### config.mk
export PLATFORM = sky130hd
export DESIGN_NAME = spi_cfg_loader
export DESIGN_NICKNAME = d
export VERILOG_FILES = /design/src/rtl/spi_cfg_loader.sv
export SDC_FILE = /design/constraint.sdc
export NUM_CORES = 1
export LEC_CHECK = 0
export BUFFER_PORTS_ARGS = -buffer_cell sky130_fd_sc_hd__buf_2
export CAP_MARGIN = 5
export CORE_MARGIN = 2
export CORE_UTILIZATION = 40
export CTS_BUF_LIST = sky130_fd_sc_hd__clkbuf_8
export CTS_CLUSTER_DIAMETER = 200
export DETAILED_ROUTE_END_ITERATION = 7
export PLACE_DENSITY = 0.65
export SYNTH_ARGS = -nofsm -noshare
export SYNTH_HDL_FRONTEND = slang
export SYNTH_SLANG_ARGS = --single-unit
### constraint.sdc
create_clock -name clk -period 5.6 [get_ports clk]
set_clock_uncertainty 0.15 [all_clocks]
set_input_delay 0.28 -clock clk [delete_from_list [all_inputs] [get_ports clk]]
set_output_delay 0.28 -clock clk [all_outputs]
set_load 0.1 [all_outputs]
### src/rtl/spi_cfg_loader.sv
module spi_cfg_loader #(
  parameter int CLK_HZ      = 100_000_000,
  parameter int GAP_US      = 1500,
  parameter int LEN_W       = 16,
  parameter int FRAME_BYTES = 16
) (
  input  logic             clk,
  input  logic             rst_n,
  input  logic             start,
  input  logic             partial,
  input  logic [LEN_W-1:0] total_len,
  input  logic [7:0]       in_data,
  input  logic             in_valid,
  output logic             in_ready,
  output logic             poll_req,
  output logic             poll_want_ready,
  input  logic             poll_done,
  input  logic             poll_err,
  output logic             spi_cs,
  output logic             spi_start,
  output logic [7:0]       spi_tx,
  input  logic             spi_done,
  input  logic [7:0]       spi_rx,
  output logic             busy,
  output logic             done,
  output logic             error,
  output logic [2:0]       err_code,
  output logic             prog_mode
);
  localparam int GAP_RAW = (CLK_HZ / 1_000_000) * GAP_US;
  localparam int GAP_CYC = (GAP_RAW < 1) ? 1 : GAP_RAW;
  localparam int GAP_W   = $clog2(GAP_CYC + 1);
  localparam int FR_LG   = $clog2(FRAME_BYTES);
  localparam int FCNT_W  = LEN_W - FR_LG;
  localparam int IDX_W   = $clog2(FRAME_BYTES + 1);

  localparam logic [2:0] E_PART = 3'd1, E_LEN = 3'd2, E_RESP = 3'd3,
                         E_P_EN = 3'd4, E_P_MODE = 3'd5, E_P_FRAME = 3'd6, E_P_END = 3'd7;

  typedef enum logic [1:0] {ST_IDLE, ST_POLL, ST_XFER, ST_GAP} st_t;
  typedef enum logic [2:0] {PH_EN, PH_RD, PH_MODE, PH_FRAME, PH_DIS, PH_REL} ph_t;

  st_t               st;
  ph_t               ph;
  logic [IDX_W-1:0]  idx, last_idx;
  logic              inflight;
  logic [7:0]        rd_acc;
  logic [FCNT_W-1:0] frames_left;
  logic [GAP_W-1:0]  gap_cnt;
  logic [2:0]        poll_code;
  logic              need_data;

  assign need_data       = (ph == PH_FRAME) && (idx != '0);
  assign spi_start       = (st == ST_XFER) && !inflight && (!need_data || in_valid);
  assign in_ready        = (st == ST_XFER) && !inflight && need_data;
  assign poll_req        = (st == ST_POLL);
  assign poll_want_ready = (ph == PH_RD);
  assign busy            = (st != ST_IDLE);

  always_comb begin
    last_idx  = '0;
    spi_tx    = 8'h00;
    poll_code = E_P_END;
    case (ph)
      PH_EN:    begin spi_tx = 8'h0B; poll_code = E_P_EN; end
      PH_RD:    begin spi_tx = (idx == '0) ? 8'h01 : 8'h00; last_idx = IDX_W'(4); poll_code = E_P_EN; end
      PH_MODE:  begin spi_tx = (idx == '0) ? 8'hAE : 8'h01; last_idx = IDX_W'(1); poll_code = E_P_MODE; end
      PH_FRAME: begin spi_tx = (idx == '0) ? 8'hEE : in_data; last_idx = IDX_W'(FRAME_BYTES); poll_code = E_P_FRAME; end
      PH_DIS:   spi_tx = 8'h0C;
      PH_REL:   spi_tx = 8'h23;
      default:  spi_tx = 8'h00;
    endcase
  end

  always_ff @(posedge clk or negedge rst_n) begin
    if (!rst_n) begin
      st <= ST_IDLE; ph <= PH_EN; idx <= '0; inflight <= 1'b0; rd_acc <= '0;
      frames_left <= '0; gap_cnt <= '0; spi_cs <= 1'b0;
      done <= 1'b0; error <= 1'b0; err_code <= '0; prog_mode <= 1'b0;
    end else begin
      case (st)
        ST_IDLE: if (start) begin
          done <= 1'b0; error <= 1'b0; err_code <= '0;
          if (partial) begin
            error <= 1'b1; err_code <= E_PART;
          end else if (total_len[FR_LG-1:0] != '0) begin
            error <= 1'b1; err_code <= E_LEN;
          end else begin
            st <= ST_POLL; ph <= PH_EN;
            frames_left <= total_len[LEN_W-1:FR_LG];
          end
        end
        ST_POLL: if (poll_done) begin
          if (poll_err) begin
            st <= ST_IDLE; error <= 1'b1; err_code <= poll_code;
          end else begin
            st <= ST_XFER; spi_cs <= 1'b1; idx <= '0; rd_acc <= '0;
          end
        end
        ST_XFER: begin
          if (spi_start) inflight <= 1'b1;
          if (inflight && spi_done) begin
            inflight <= 1'b0;
            if (ph == PH_RD && idx != '0) rd_acc <= rd_acc | spi_rx;
            if (idx != last_idx) begin
              idx <= idx + 1'b1;
            end else begin
              spi_cs <= 1'b0;
              st <= ST_POLL;
              case (ph)
                PH_EN: ph <= PH_RD;
                PH_RD: begin
                  if ((rd_acc | spi_rx) != 8'h00) begin
                    st <= ST_IDLE; error <= 1'b1; err_code <= E_RESP;
                  end else ph <= PH_MODE;
                end
                PH_MODE: begin
                  prog_mode <= 1'b1;
                  ph <= (frames_left == '0) ? PH_DIS : PH_FRAME;
                end
                PH_FRAME: begin
                  frames_left <= frames_left - 1'b1;
                  if (frames_left == FCNT_W'(1)) ph <= PH_DIS;
                end
                PH_DIS: begin st <= ST_GAP; gap_cnt <= '0; end
                default: begin
                  st <= ST_IDLE; prog_mode <= 1'b0; done <= 1'b1;
                end
              endcase
            end
          end
        end
        default: begin
          if (gap_cnt == GAP_W'(GAP_CYC - 1)) begin
            st <= ST_POLL; ph <= PH_REL;
          end else gap_cnt <= gap_cnt + 1'b1;
        end
      endcase
    end
  end


  partial_reject_chk: assert property (@(posedge clk) disable iff (!rst_n)
    (start && !busy && partial) |=> (error && !busy && !spi_cs && err_code == E_PART));

  len_reject_chk: assert property (@(posedge clk) disable iff (!rst_n)
    (start && !busy && !partial && total_len[FR_LG-1:0] != '0) |=> (error && !busy && err_code == E_LEN));

  cs_after_poll_chk: assert property (@(posedge clk) disable iff (!rst_n)
    $rose(spi_cs) |-> $past(poll_req && poll_done && !poll_err));

  poll_cs_excl_chk: assert property (@(posedge clk) disable iff (!rst_n)
    !(poll_req && spi_cs));

  cs_hold_chk: assert property (@(posedge clk) disable iff (!rst_n)
    (spi_start) |=> spi_cs);

  in_ready_slot_chk: assert property (@(posedge clk) disable iff (!rst_n)
    in_ready |-> (spi_cs && !spi_start || spi_cs && in_valid));

  done_err_excl_chk: assert property (@(posedge clk) disable iff (!rst_n)
    !(done && error));

  gap_quiet_chk: assert property (@(posedge clk) disable iff (!rst_n)
    (st == ST_GAP) |-> (!spi_cs && !poll_req && !spi_start));
endmodule

# [After elaboration in Yosys (flattened, before gate mapping)]
# Index checks and enable logic that the tools add are counted.
[word_totals] register_bits=56 in_bits=40
[classes] add_sub_neg=3 n_eq_ne=29 mux=83 bitwise_logic=5 reduce_logical=39
[op_table] cell="2-to-1 mux 12 bit" count=6
[op_table] cell="2-to-1 mux 18 bit" count=4
[op_table] cell="2-to-1 mux 3 bit" count=16
[op_table] cell="2-to-1 mux 8 bit" count=6
[op_table] cell="case mux 8 bit (6 select lines)" count=1
[op_table] cell="case mux 18 bit (2 select lines)" count=1
[op_table] cell="AND reduction 5 bit" count=5
[op_table] cell="case mux 12 bit (2 select lines)" count=1
[op_table] cell="2-to-1 mux 1 bit" count=21
[op_table] cell="2-to-1 mux 2 bit" count=10
[op_table] cell="2-to-1 mux 5 bit" count=4
[op_table] cell="adder 18 x 1 -> 18 bit, second input constant" count=1
[op_table] cell="equality test 18 bit, second input constant" count=1
[op_table] cell="inequality test 2 bit, second input constant" count=9
[op_table] cell="case mux 2 bit (3 select lines)" count=3
[op_table] cell="case mux 3 bit (3 select lines)" count=2
[op_table] cell="case mux 8 bit (2 select lines)" count=1
[op_table] cell="case mux 5 bit (3 select lines)" count=1
[op_table] cell="inequality test 2 x 1 -> 1 bit, second input constant" count=7
[op_table] cell="AND reduction 7 bit" count=2
[op_table] cell="equality test 12 x 1 -> 1 bit, second input constant" count=1
[op_table] cell="logical NOT 12 bit" count=1
[op_table] cell="case mux 3 bit (4 select lines)" count=1
[op_table] cell="subtractor 12 x 1 -> 12 bit, second input constant" count=1
[op_table] cell="34 further kinds" count=53

# [Longest topological paths before layout]
[logic_depth] ltp_word=7 depth_mapped=10 mapped_depth_nobuf=8

# [Worst setup path before layout]
# No wires, ideal clock.
[synth_timing] kind="register to output" start="register st[0]" end="output in_ready" arrival_ns=3.953 required_ns=5.170 setup_slack_ns=1.217 stages_incl_launch_ff=6 n_path_buf=1 cell_sequence="dfrtp_1 > inv_1 > ha_1 > inv_1 > clkbuf_1 > nor4_1"
[synth_via] elab_chain_len=3
[synth_lines] item="start: declaration" line_no="43" source="st_t st;"
[synth_lines] item="start signal: assignment" line_no="77" source="st <= ST_IDLE; ph <= PH_EN; idx <= '0; inflight <= 1'b0; rd_acc <= '0;"
[synth_lines] item="start signal: assignment" line_no="89" source="st <= ST_POLL; ph <= PH_EN;"
[synth_lines] item="start signal: assignment" line_no="95" source="st <= ST_IDLE; error <= 1'b1; err_code <= poll_code;"
[synth_lines] item="equality test 2 bit" line_no="55" source="assign in_ready = (st == ST_XFER) && !inflight && need_data;"
[synth_lines] item="logical AND 1 bit (2 in a row)" line_no="55"
[synth_lines] item="end: declaration" line_no="14" source="output logic in_ready,"
# No other way between the ends.

# [Worst setup path in the final report]
[layout_timing] start="register idx[0]" end="output spi_tx[0]"
[layout_via] elab_chain_len=3 word_cells_on_any_way=5 cone_classes="mux: 4; reduce/logical: 1"
[layout_lines] item="start: declaration" line_no="45" source="logic [IDX_W-1:0] idx, last_idx;"
[layout_lines] item="start signal: assignment" line_no="106" source="idx <= idx + 1'b1;"
[layout_lines] item="logical NOT 5 bit *" line_no="66, 67, 68"
[layout_lines] item="2-to-1 mux 8 bit (tied with other cells)" line_no="68" source="PH_FRAME: begin spi_tx = (idx == '0) ? 8'hEE : in_data; last_idx = IDX_W'(FRAME_BYTES); poll_code = E_P_FRAME; ..."
[layout_lines] item="case mux 8 bit (6 select lines) *" line_no="64" source="case (ph)"
[layout_lines] item="end: declaration" line_no="21" source="output logic [7:0] spi_tx,"
# Every way passes the cells marked *; elsewhere a longest branch is shown, timed or not.

==> metrics.csv <==
stage;metric;value;unit
pwr;sequential fraction of design power;0.307;
logic_synthesis;post-synth top area cell;dfrtp_1;
timing;worst-margin pin slew;1.16;ns
worst_setup_path;CP peak stage delay;0.91;ns
logic_synthesis;Async SR Flop Fraction;1.00;
logic_synthesis;Cell variety after synth;66;
pwr;Logic pwr share;0.591;
final_layout;area occupied by multi-input gates;2080;um^2
grt;first-pass GRT wire length;15500;um
worst_setup_path;most used cell, CP;nor2_1;
logic_synthesis;syn avg cell area;8.47;um^2
floorplan;IO Pins;60;
final_layout;layout cell share with drive strength beyond 1;0.186;
detailed_routing;1st-pass router iterations;4;
timing;minimum clock period;3.21;ns
worst_setup_path;Setup CP Type;reg -> out;
final_layout;number of fill cells in the layout;875;
worst_setup_path;Setup crit end kind;output port;
final_layout;Syn-to-layout area delta;13.1;%
timing;final slew viol count;0;
clock_tree;clk slew on worst S/H paths;0.09;ns
floorplan;Die X;99.2;um
worst_setup_path;crit path max-delay cell type;nor4b_2;
placement;Place WS;2.65;ns
logic_synthesis;syn_nets;477;
pwr;Peak supply drop;0.514;mV
grt;gr ovfl total;0;
worst_setup_path;type of origin of the critical path;flop;
timing;post-route setup TNS;0;ns
worst_setup_path;Critical Path Fanout Max;12;
pwr;clock share of power;0.102;
detailed_routing;Via density;5.77;
placement;Final GP Congestion;0.859;
worst_setup_path;CP required;5.17;ns
clock_tree;CTS sink count;56;
final_layout;Nets;527;
grt;Global Route Usage Sum;0.191;
detailed_routing;Avg WL per Cell;15.4;um
floorplan;Initial Util;0.414;
timing;Final Setup Violations;0;
clock_tree;clock root cell;clkbuf_8;
worst_setup_path;WP data arrival;2.78;ns
logic_synthesis;count leader, synth;dfrtp_1;
floorplan;CORE AREA;8760;um^2
timing;slew margin rel.;0.226;
grt;pin count of the biggest net entering global routing;57;
grt;initial antenna violation count;0;
pwr;cell internal pwr;0.00106;W
floorplan;Die Y;99.2;um
final_layout;FF+latch area;1400;um^2
logic_synthesis;Yosys warnings;0;
clock_tree;Skew-Pair Late Insertion Delay;0.32;ns
placement;detailed placement HPWL;6500;um
outcome;status;finished clean;
logic_synthesis;Area contributors post-synth;dfrtp_1, nor2_1, a21oi_1;
hold_path;worst hold path type;in -> reg;
worst_setup_path;worst reg2reg setup slack;2.61;ns
logic_synthesis;register area share after synthesis;0.386;
logic_synthesis;Main synth FF type;dfrtp_1;
detailed_routing;vias;3384;
pwr;NetSw;0.00130;W
floorplan;total die area;9840;um^2
clock_tree;TritonCTS clock tree;yes;
detailed_routing;Routed WL;9020;um
detailed_routing;drt drc;0;
clock_tree;CTS Buf Count;5;
flow_run;# Max-Cap Violations;0;
clock_tree;clock tree buffer depth;2;
worst_setup_path;top cell family by delay on the critical path;simple AND/OR/NAND/NOR gates;
logic_synthesis;mapped cell area;3630;um^2
floorplan;row cnt;34;
grt;vias in the first global route;3275;
logic_synthesis;top cell type's share of synthesized area;0.386;
pwr;PwrDens;577;nW/um^2
logic_synthesis;Post-synth EDFFs;0;
timing;RSZ-0062 raised after global routing;no;
timing;Final Hold Vio Count;0;
detailed_routing;DRT antenna net count;0;
timing;Achievable Freq;0.311;GHz
pwr;Net Sw Frac;0.551;
clock_tree;H-tree depth;2;
pwr;Pleak;1.72;nW
logic_synthesis;Commonest cells post-synth;dfrtp_1, nor2_1, nand2_1, a21oi_1, o21ai_0;
timing;fin crit share;0.574;
detailed_routing;drt initial violations;222;
final_layout;# diodes;0;
logic_synthesis;#FFs+latches synth;56;
worst_setup_path;buffers and inverters on the worst path;2;
placement;I/O Buffers;59;
worst_setup_path;CP Cell Sequence;inv_1, ha_1, nor4b_2, nor2_1, nor2_1, nor2_1, a21oi_1, buf_2;
logic_synthesis;synthesized instance count;428;
timing;PnR worst setup slack;2.39;ns
[state kept, by name, summed over array words and instances (netlist names)]
signal       flops
err_code         3
st               2
done             1
ph               3
error            1
rd_acc           8
spi_cs           1
prog_mode        1
gap_cnt         18
idx              5
inflight         1
frames_left     12
[timing repair]
action                    CTS  global route
resized for setup           0             0
setup buffers               0             0
hold buffers                1             0
hold endpoints to repair   45             0
[layout make-up]
class,instances,area share
well taps,108,0.0329
repair buffers,63,0.0799
flip-flops and latches,56,0.342
clock buffers,7,0.0235
inverters,17,0.0156
multi-input cells,335,0.507
[layer usage]
metal / global-route usage / share of wire / vias up
li1: - / - / 1660
met1: 0.269 / 0.46 / 1628
met2: 0.298 / 0.48 / 87
met3: 0.0288 / 0.045 / 9
met4: 0.0759 / 0.017 / 0
met5: 0 / 0 / -
[cells by family after synthesis]
family | count (synthesis) | synth area share
buffers and inverters | 37 | 0.0428
flip-flops | 56 | 0.386
XOR/XNOR | 11 | 0.0266
AND/OR/NAND/NOR | 192 | 0.266
adder cells (fa/ha/maj) | 9 | 0.0311
AO/OA/AOI/OAI | 116 | 0.224
multiplexers | 7 | 0.0235
[power groups by stage]
| stage | Sequential (W) | Clock (W) | Combinational (W) |
|---|---|---|---|
| 6_report | 0.000726 | 0.000242 | 0.00140 |
| 3_3_place_gp | 0.000726 | 0 | 0.00138 |
| 4_1_cts | 0.000725 | 0.000251 | 0.00140 |
| 3_5_place_dp | 0.000732 | 0 | 0.00140 |
| 2_1_floorplan | 0.000775 | 0 | 0.00109 |
| 5_1_grt | 0.000759 | 0.000266 | 0.00152 |
[through the flow]
step                       util  hold slack [ns]  total power [W]  instances  cell area (um^2)
final                     0.468           0.0546          0.00237        586              4100
after global routing      0.468           0.0774          0.00254        586              4100
after CTS                 0.468           0.0465          0.00238        586              4100
after detailed placement  0.456            0.329          0.00213        578              4000
after global placement    0.456            0.318          0.00211        578              4000
after floorplan               -           -0.166          0.00186        428              3630
[path summary, 6_finish.rpt]
| path | from | cells after the start | endpoint |
|---|---|---|---|
| min | spi_rx[3] | 3 | rd_acc[3] |
| min reg2reg | rd_acc[0] | 2 | rd_acc[0] |
| max reg2reg | ph[1] | 6 | err_code[0] |
| max in group asynchronous | rst_n | 3 | frames_left[3] |
| min in group asynchronous | rst_n | 3 | frames_left[1] |
| max | idx[0] | 8 | spi_tx[0] |
[tightest hold or removal path, stage by stage]
cell,delay [ns]
buf_2,0.08
a21oi_1,0.05
nor2_1,0.07
[layout by cell type (no fill, tap or decap), types with 8 or more instances in the layout]
master   count
nor3_1      15
o22ai_1     10
inv_1       16
nand3_1     18
nor4_1       8
nand2_1     46
dfrtp_1     56
buf_2       59
nor2b_1      8
ha_1         8
o21ai_0     25
nor2_1      53
a21oi_1     36
Power figures use the tool's default switching activity.
